--- src/rtl/fan_sup_pkg.sv ---
package fan_sup_pkg;
    // Fan duty level chosen from the alarm flags.
    typedef enum logic [1:0] {
        LVL_LOW  = 2'd0,
        LVL_MID  = 2'd1,
        LVL_HIGH = 2'd2
    } fan_level_e;
endpackage

--- src/rtl/hyst_flag.sv ---
// One hysteresis comparator: a flag with separate set and clear thresholds.
module hyst_flag #(
    parameter int          W      = 12,
    parameter int unsigned SET_TH = 560,
    parameter int unsigned CLR_TH = 480
) (
    input  logic         clk,
    input  logic         rst,
    input  logic         sample_vld,
    input  logic [W-1:0] sample,
    output logic         flag
);
    localparam logic [W-1:0] SET_C = SET_TH[W-1:0];
    localparam logic [W-1:0] CLR_C = CLR_TH[W-1:0];

    typedef struct packed {
        logic flag;
    } state_t;

    state_t st_d, st_q;

    always_comb begin
        st_d = st_q;
        if (sample_vld) begin
            if (sample >= SET_C)
                st_d.flag = 1'b1;
            else if (sample <= CLR_C)
                st_d.flag = 1'b0;
        end
    end

    always_ff @(posedge clk) begin
        if (rst) st_q <= '0;
        else     st_q <= st_d;
    end

    assign flag = st_q.flag;


    set_at_thresh_chk: assert property (@(posedge clk) disable iff (rst)
        (sample_vld && sample >= SET_C) |=> flag);


    clear_at_thresh_chk: assert property (@(posedge clk) disable iff (rst)
        (sample_vld && sample <= CLR_C && sample < SET_C) |=> !flag);


    hold_without_valid_chk: assert property (@(posedge clk) disable iff (rst)
        !sample_vld |=> $stable(flag));
endmodule

--- src/rtl/fan_pwm_gen.sv ---
// Free-running PWM whose duty is latched only at the start of each period.
module fan_pwm_gen
    import fan_sup_pkg::*;
#(
    parameter int          CNT_W    = 8,
    parameter int unsigned DUTY_LOW  = 64,
    parameter int unsigned DUTY_MID  = 160,
    parameter int unsigned DUTY_HIGH = 255
) (
    input  logic       clk,
    input  logic       rst,
    input  fan_level_e level,
    output logic       pwm
);
    localparam logic [CNT_W-1:0] D_LOW  = DUTY_LOW[CNT_W-1:0];
    localparam logic [CNT_W-1:0] D_MID  = DUTY_MID[CNT_W-1:0];
    localparam logic [CNT_W-1:0] D_HIGH = DUTY_HIGH[CNT_W-1:0];
    localparam logic [CNT_W-1:0] CNT_LAST = '1;

    typedef struct packed {
        logic [CNT_W-1:0] cnt;
        logic [CNT_W-1:0] duty;
    } state_t;

    state_t st_d, st_q;
    logic [CNT_W-1:0] duty_sel;

    always_comb begin
        unique case (level)
            LVL_HIGH: duty_sel = D_HIGH;
            LVL_MID:  duty_sel = D_MID;
            default:  duty_sel = D_LOW;
        endcase
    end

    always_comb begin
        st_d     = st_q;
        st_d.cnt = st_q.cnt + 1'b1;
        if (st_q.cnt == CNT_LAST)
            st_d.duty = duty_sel;
    end

    always_ff @(posedge clk) begin
        if (rst) begin
            st_q.cnt  <= '0;
            st_q.duty <= D_LOW;
        end else begin
            st_q <= st_d;
        end
    end

    assign pwm = (st_q.cnt < st_q.duty);


    duty_steady_chk: assert property (@(posedge clk) disable iff (rst)
        (st_q.cnt != CNT_LAST) |=> $stable(st_q.duty));


    period_wrap_chk: assert property (@(posedge clk) disable iff (rst)
        (st_q.cnt == CNT_LAST) |=> (st_q.cnt == '0));
endmodule

--- src/rtl/fan_supervisor.sv ---
module fan_supervisor
    import fan_sup_pkg::*;
#(
    parameter int          TEMP_W    = 12,
    parameter int          CNT_W     = 8,
    parameter int unsigned USER_SET  = 560,
    parameter int unsigned USER_CLR  = 480,
    parameter int unsigned OVER_SET  = 1280,
    parameter int unsigned OVER_CLR  = 960,
    parameter int unsigned DUTY_LOW  = 64,
    parameter int unsigned DUTY_MID  = 160,
    parameter int unsigned DUTY_HIGH = 255
) (
    input  logic              clk,
    input  logic              rst,
    input  logic              temp_vld,
    input  logic [TEMP_W-1:0] temp_code,
    output logic              user_alarm,
    output logic              over_alarm,
    output logic              any_alarm,
    output logic              fan_pwm
);
    logic       user_q, over_q;
    fan_level_e level_d;

    hyst_flag #(.W(TEMP_W), .SET_TH(USER_SET), .CLR_TH(USER_CLR)) u_user (
        .clk(clk), .rst(rst), .sample_vld(temp_vld), .sample(temp_code), .flag(user_q)
    );

    hyst_flag #(.W(TEMP_W), .SET_TH(OVER_SET), .CLR_TH(OVER_CLR)) u_over (
        .clk(clk), .rst(rst), .sample_vld(temp_vld), .sample(temp_code), .flag(over_q)
    );

    // Upper band dominates; lower band alone gives the middle level.
    always_comb begin
        if (over_q)      level_d = LVL_HIGH;
        else if (user_q) level_d = LVL_MID;
        else             level_d = LVL_LOW;
    end

    fan_pwm_gen #(
        .CNT_W(CNT_W), .DUTY_LOW(DUTY_LOW), .DUTY_MID(DUTY_MID), .DUTY_HIGH(DUTY_HIGH)
    ) u_pwm (
        .clk(clk), .rst(rst), .level(level_d), .pwm(fan_pwm)
    );

    assign user_alarm = user_q;
    assign over_alarm = over_q;
    assign any_alarm  = user_q | over_q;


    reset_clears_chk: assert property (@(posedge clk)
        rst |=> (!user_alarm && !over_alarm));

    // an upper-band setting sample always sets the lower band too
    over_implies_user_set_chk: assert property (@(posedge clk) disable iff (rst)
        (temp_vld && temp_code >= OVER_SET[TEMP_W-1:0]) |=> (user_alarm && over_alarm));
endmodule

--- config.mk ---
export PLATFORM = sky130hd
export DESIGN_NAME = fan_supervisor
export DESIGN_NICKNAME = d
export VERILOG_FILES = /design/src/rtl/fan_sup_pkg.sv /design/src/rtl/hyst_flag.sv /design/src/rtl/fan_pwm_gen.sv /design/src/rtl/fan_supervisor.sv
export SDC_FILE = /design/constraint.sdc
export NUM_CORES = 1
export LEC_CHECK = 0
export BUFFER_PORTS_ARGS = -buffer_cell sky130_fd_sc_hd__buf_2
export CORE_MARGIN = 5
export CORE_UTILIZATION = 50
export DETAILED_ROUTE_END_ITERATION = 8
export GPL_TIMING_DRIVEN = 0
export PLACE_DENSITY = 0.75
export SYNTH_ARGS = -nofsm -noshare
export SYNTH_HDL_FRONTEND = slang
export SYNTH_SLANG_ARGS = --single-unit
--- constraint.sdc ---
create_clock -name clk -period 2.71 [get_ports clk]
set_clock_uncertainty 0.05 [all_clocks]
set_input_delay 0.542 -clock clk [delete_from_list [all_inputs] [get_ports clk]]
set_output_delay 0.542 -clock clk [all_outputs]
set_load 0.005 [all_outputs]
== Yosys cells after proc, flatten, opt, wreduce, memory -nomap -nowiden ==
Cells that the tools add are included.
Storage, ports and cells
  register bits: 18
  input bits: 15
  word-level logic and storage cells: 25
Cells by class
  add/sub/neg operators: 1
  $lt $le $gt $ge: 5
  eq/ne operators: 3
  multiplexer cells: 7
  bitwise logic cells: 1
  reduce and logical (&&, ||, !) cells: 4
Operators by type and width (number)
  case mux 8 bit (2 select lines): 1
  greater-or-equal comparator 12 x 10 -> 1 bit, second input constant: 1
  greater-or-equal comparator 12 x 11 -> 1 bit, second input constant: 1
  <= comparator 12 x 10 -> 1 bit, second input constant: 1
  <= comparator 12 x 9 -> 1 bit, second input constant: 1
  adder 8 x 1 -> 8 bit, second input constant: 1
  equality test 8 bit, second input constant: 1
  less-than comparator 8 bit: 1
  2-to-1 mux 1 bit: 5
  AND reduction 2 bit: 2
  nonzero test 2 bit: 2
  equality test 2 x 1 -> 1 bit, second input constant: 1
  equality test 2 bit, second input constant: 1
  2-to-1 mux 2 bit: 1
  OR 1 bit: 1

== Longest topological paths before layout ==
  depth after elaboration: 4
  mapped depth: 5
  mapped depth without buffers: 5

== Hierarchy ==
Synthesis repeated with hierarchy kept, for this count alone.
Unflattened totals
  cells, all modules: 97
  area, all modules: 830.8 sq um
Modules (own cells, without submodules)
  fan_pwm_gen: times used 1, cells an instance 72, area each 630.6 sq um
  hyst_flag (u_over): times used 1, cells an instance 12, area each 95.1 sq um
  hyst_flag (u_user): times used 1, cells an instance 11, area each 90.1 sq um
  fan_supervisor: times used 1, cells an instance 2, area each 15.0 sq um

== Least setup slack after synthesis ==
OpenSTA, ideal clock, no wires.
  path type: register to output
  start point: register u_pwm.st_q[4] (netlist name)
  end point: output fan_pwm
  arrival time: 1.030 ns
  path slack: 1.088 ns
  cell stages (with the launch flop): 6
  path through: dfxtp_1 inv_1 ha_1 o21ai_0 o21ai_0 a21oi_1
On the way
  longest elaborated chain between the ends: 1
Ends and longest elaborated chain
  start, declared: line fan_pwm_gen.sv:25  | state_t st_d, st_q;
  start signal, assigned: line fan_pwm_gen.sv:48  | st_q <= st_d;
  less-than comparator 8 bit: line fan_pwm_gen.sv:52  | assign pwm = (st_q.cnt < st_q.duty);
  end, declared: line fan_supervisor.sv:21  | output logic fan_pwm
No other way between the ends.

== Worst setup path in the final report ==
Ends and elaborated chain as after synthesis.

==> results.toml <==
[yosys]
synth_compound_area_share_pct = 16.53
synthAdderAreaFrac_pct = 13.22
synth.avg_cell_area_um2 = 8.318
synth_area_um2 = 757.0
synthSimpleGateAreaFrac_pct = 26.28
synthMuxAreaShare_pct = 2.645
synth_edf_count = 0
synth_xor_area_share_pct = 3.471
synth_top_family_by_area = "simple AND/OR/NAND/NOR gates"
synth_cell_types = 29
syn_inst = 91
yosys_warnings = 0
synth_top_flop_cell = "dfxtp_1"
ys_seq_elements = 13
synth_seq_area_share_pct = 34.38
synth_nets = 114
async_flop_share_pct = 0

[timing]
hold_viol = 0
finalSetupTns_ns = 0
grt_setup_unrepaired = "false"
min_period_ns = 2.146
fin_crit_sh_pct = 79.20
tightest_slew_ns = 0.4636
drv_slew = 0
slew_headroom_pct = 68.86
fmaxAchievable_ghz = 0.4659
setup_viol = 0

[setup_path]
worstPathRequired_ns = 2.12
arrival_ns = 1.55
critPathLaunchType = "flop"
crit_fanout = 4
crit_type = "reg2out"
crit_path_end_kind = "output pin"

[cells_and_area]
drive_gt1_share_pct = 21.24
final_area_um2 = 893.4
area_growth_pct = 18.02
fin_nets = 137
diodes = 0

[cts]
cts_buffers = 3
ctsHoldBuffers = 0
cts-resized-gates = 0
cts_tree = "yes"
cts_buffer_depth = 2
htreeDepth = 1
insertion_delay_ns = 0.28
postCtsSetupRepairBufs = 0
path_clk_slew_ns = 0.08
clockRootBuffer = "clkbuf_4"
cts_sinks = 13

[drt]
drt_iter0_drc = 10
viasPerCell = 5.744
drtPass1Iterations = 4
drt-wirelength-per-cell_um = 12.24
vias = 741
wl_mm = 1.579
drtAntennaViolNets = 0
drc = 0

[flow_run]
cap_viol_max_count = 0

[floorplan]
dieWidth_um = 48.91
io_pins = 19
rows = 14
die-area_um2 = 2392
coreArea_um2 = 1471
initial_core_util_pct = 51.45
dieHeight_um = 48.91

[power]
power_mw = 0.3745
peakVddDrop_mv = 0.2026
p_per_area_nw_per_um2 = 419.2
p_leak_nw = 0.3723

[global_route]
track_usage_pct = 13.92
grt_pass1_vias = 672
overflow = 0
grt_start_max_net_pins = 11
antenna_found_initial = 0
grt_pass1_wl_mm = 2.663

[place]
port_buffers = 18
place.gp.congestion = 0.7317
dp_hpwl_mm = 1.277
dpl_cell_area_um2 = 867.1

[run_status]
outcome = "completed"

[hold_path]
min_path_type = "reg2reg"
sequential cells by signal (all words and copies together), names as in the netlist:
| register | flops |
|---|---|
| u_over.flag | 1 |
| u_pwm.st_q | 11 |
| u_user.flag | 1 |
cells by family after synthesis:
| logic type | after synthesis |
|---|---|
| AO/OA/AOI/OAI | 20 |
| XOR/XNOR | 3 |
| adder cells (fa/ha/maj) | 8 |
| buffers and inverters | 7 |
| flip-flops | 13 |
| multiplexers | 2 |
| AND/OR/NAND/NOR | 38 |
critical path: stages, from the launching register on:
cell and delay [ns]:
dfxtp_1 0.36, inv_1 0.11, ha_1 0.22, nor3b_1 0.18, o21ai_0 0.14, a21oi_1 0.15, buf_2 0.12
cells in the mapped netlist (all sizes together) (2+ instances only):
master	count	area, um^2
nand3	4	25.02
ha	8	100.1
nor2	9	33.78
inv	6	22.52
a21oi	7	35.03
o21ai	5	25.02
or3	3	20.02
xor2	2	17.52
nor3b	2	15.01
nand2	8	30.03
or4	3	22.52
o31ai	3	22.52
mux2i	2	20.02
nor3	3	15.01
dfxtp	13	260.3
nand4	2	12.51
placed cells by master, fill, tap and decap left out, types with 3 or more instances in the layout:
| master | netlist | final |
|---|---|---|
| buf_2 | 0 | 18 |
| dfxtp_1 | 13 | 13 |
| nor2_1 | 9 | 9 |
| nand2_1 | 8 | 8 |
| ha_1 | 8 | 8 |
| a21oi_1 | 7 | 7 |
| inv_1 | 6 | 6 |
| o21ai_0 | 5 | 5 |
| nor3_1 | 3 | 3 |
| nand3_1 | 3 | 3 |
| or4_1 | 3 | 3 |
| o31ai_1 | 3 | 3 |
| clkbuf_4 | 0 | 3 |
per-layer routing:
| layer | track usage (%) | part of all wire (%) | up-vias |
|---|---|---|---|
| met1 | 14.55 | 44 | 334 |
| met3 | 5.810 | 7.2 | 5 |
| met2 | 22.39 | 46 | 25 |
| li1 | - | - | 377 |
| met5 | 0 | 0 | - |
| met4 | 9.417 | 2.6 | 0 |
cell type report:
cell class	count	area, um^2
fillers	154	578.1
multi-input cells	71	470.5
flip-flops and latches	13	260.3
repair buffers	18	90.09
clock buffers	4	26.28
inverters	6	22.52
well taps	16	20.02
plain buffers	1	3.754
metrics by stage:
step / worst slack [ns] / hold slack [ns] / utilization, % / cells
CTS: 0.5525 / 0.4383 / 60.71 / 129
global placement: 0.9047 / 0.4125 / 58.93 / 125
finish: 0.5636 / 0.4327 / 60.71 / 129
global route: 0.4792 / 0.4694 / 60.71 / 129
detailed placement: 0.8812 / 0.4224 / 58.93 / 125
floorplan: 1.088 / 0.3907 / - / 91
final timing paths:
check / end / cells past startpoint / slack [ns] / from
setup / recovery: fan_pwm / 6 / 0.56 / u_pwm.st_q[4]$_SDFFE_PP0N_
hold reg to reg: u_pwm.st_q[8]$_SDFF_PP0_ / 1 / 0.43 / u_pwm.st_q[8]$_SDFF_PP0_
hold / removal: u_pwm.st_q[8]$_SDFF_PP0_ / 1 / 0.43 / u_pwm.st_q[8]$_SDFF_PP0_
setup reg to reg: u_pwm.st_q[4]$_SDFFE_PP0N_ / 4 / 1.10 / u_pwm.st_q[8]$_SDFF_PP0_
power breakdown:
| part | switching (mW) | internal (mW) | total, mW | leakage [nW] |
|---|---|---|---|---|
| registers | 0.00877 | 0.198 | 0.206 | 0.106 |
| clock network | 0.0632 | 0.0571 | 0.120 | 0.0150 |
| logic | 0.0229 | 0.0249 | 0.0477 | 0.251 |
| total | 0.0948 | 0.280 | 0.374 | 0.372 |
Note: power is estimated with default switching activity, not from simulation.
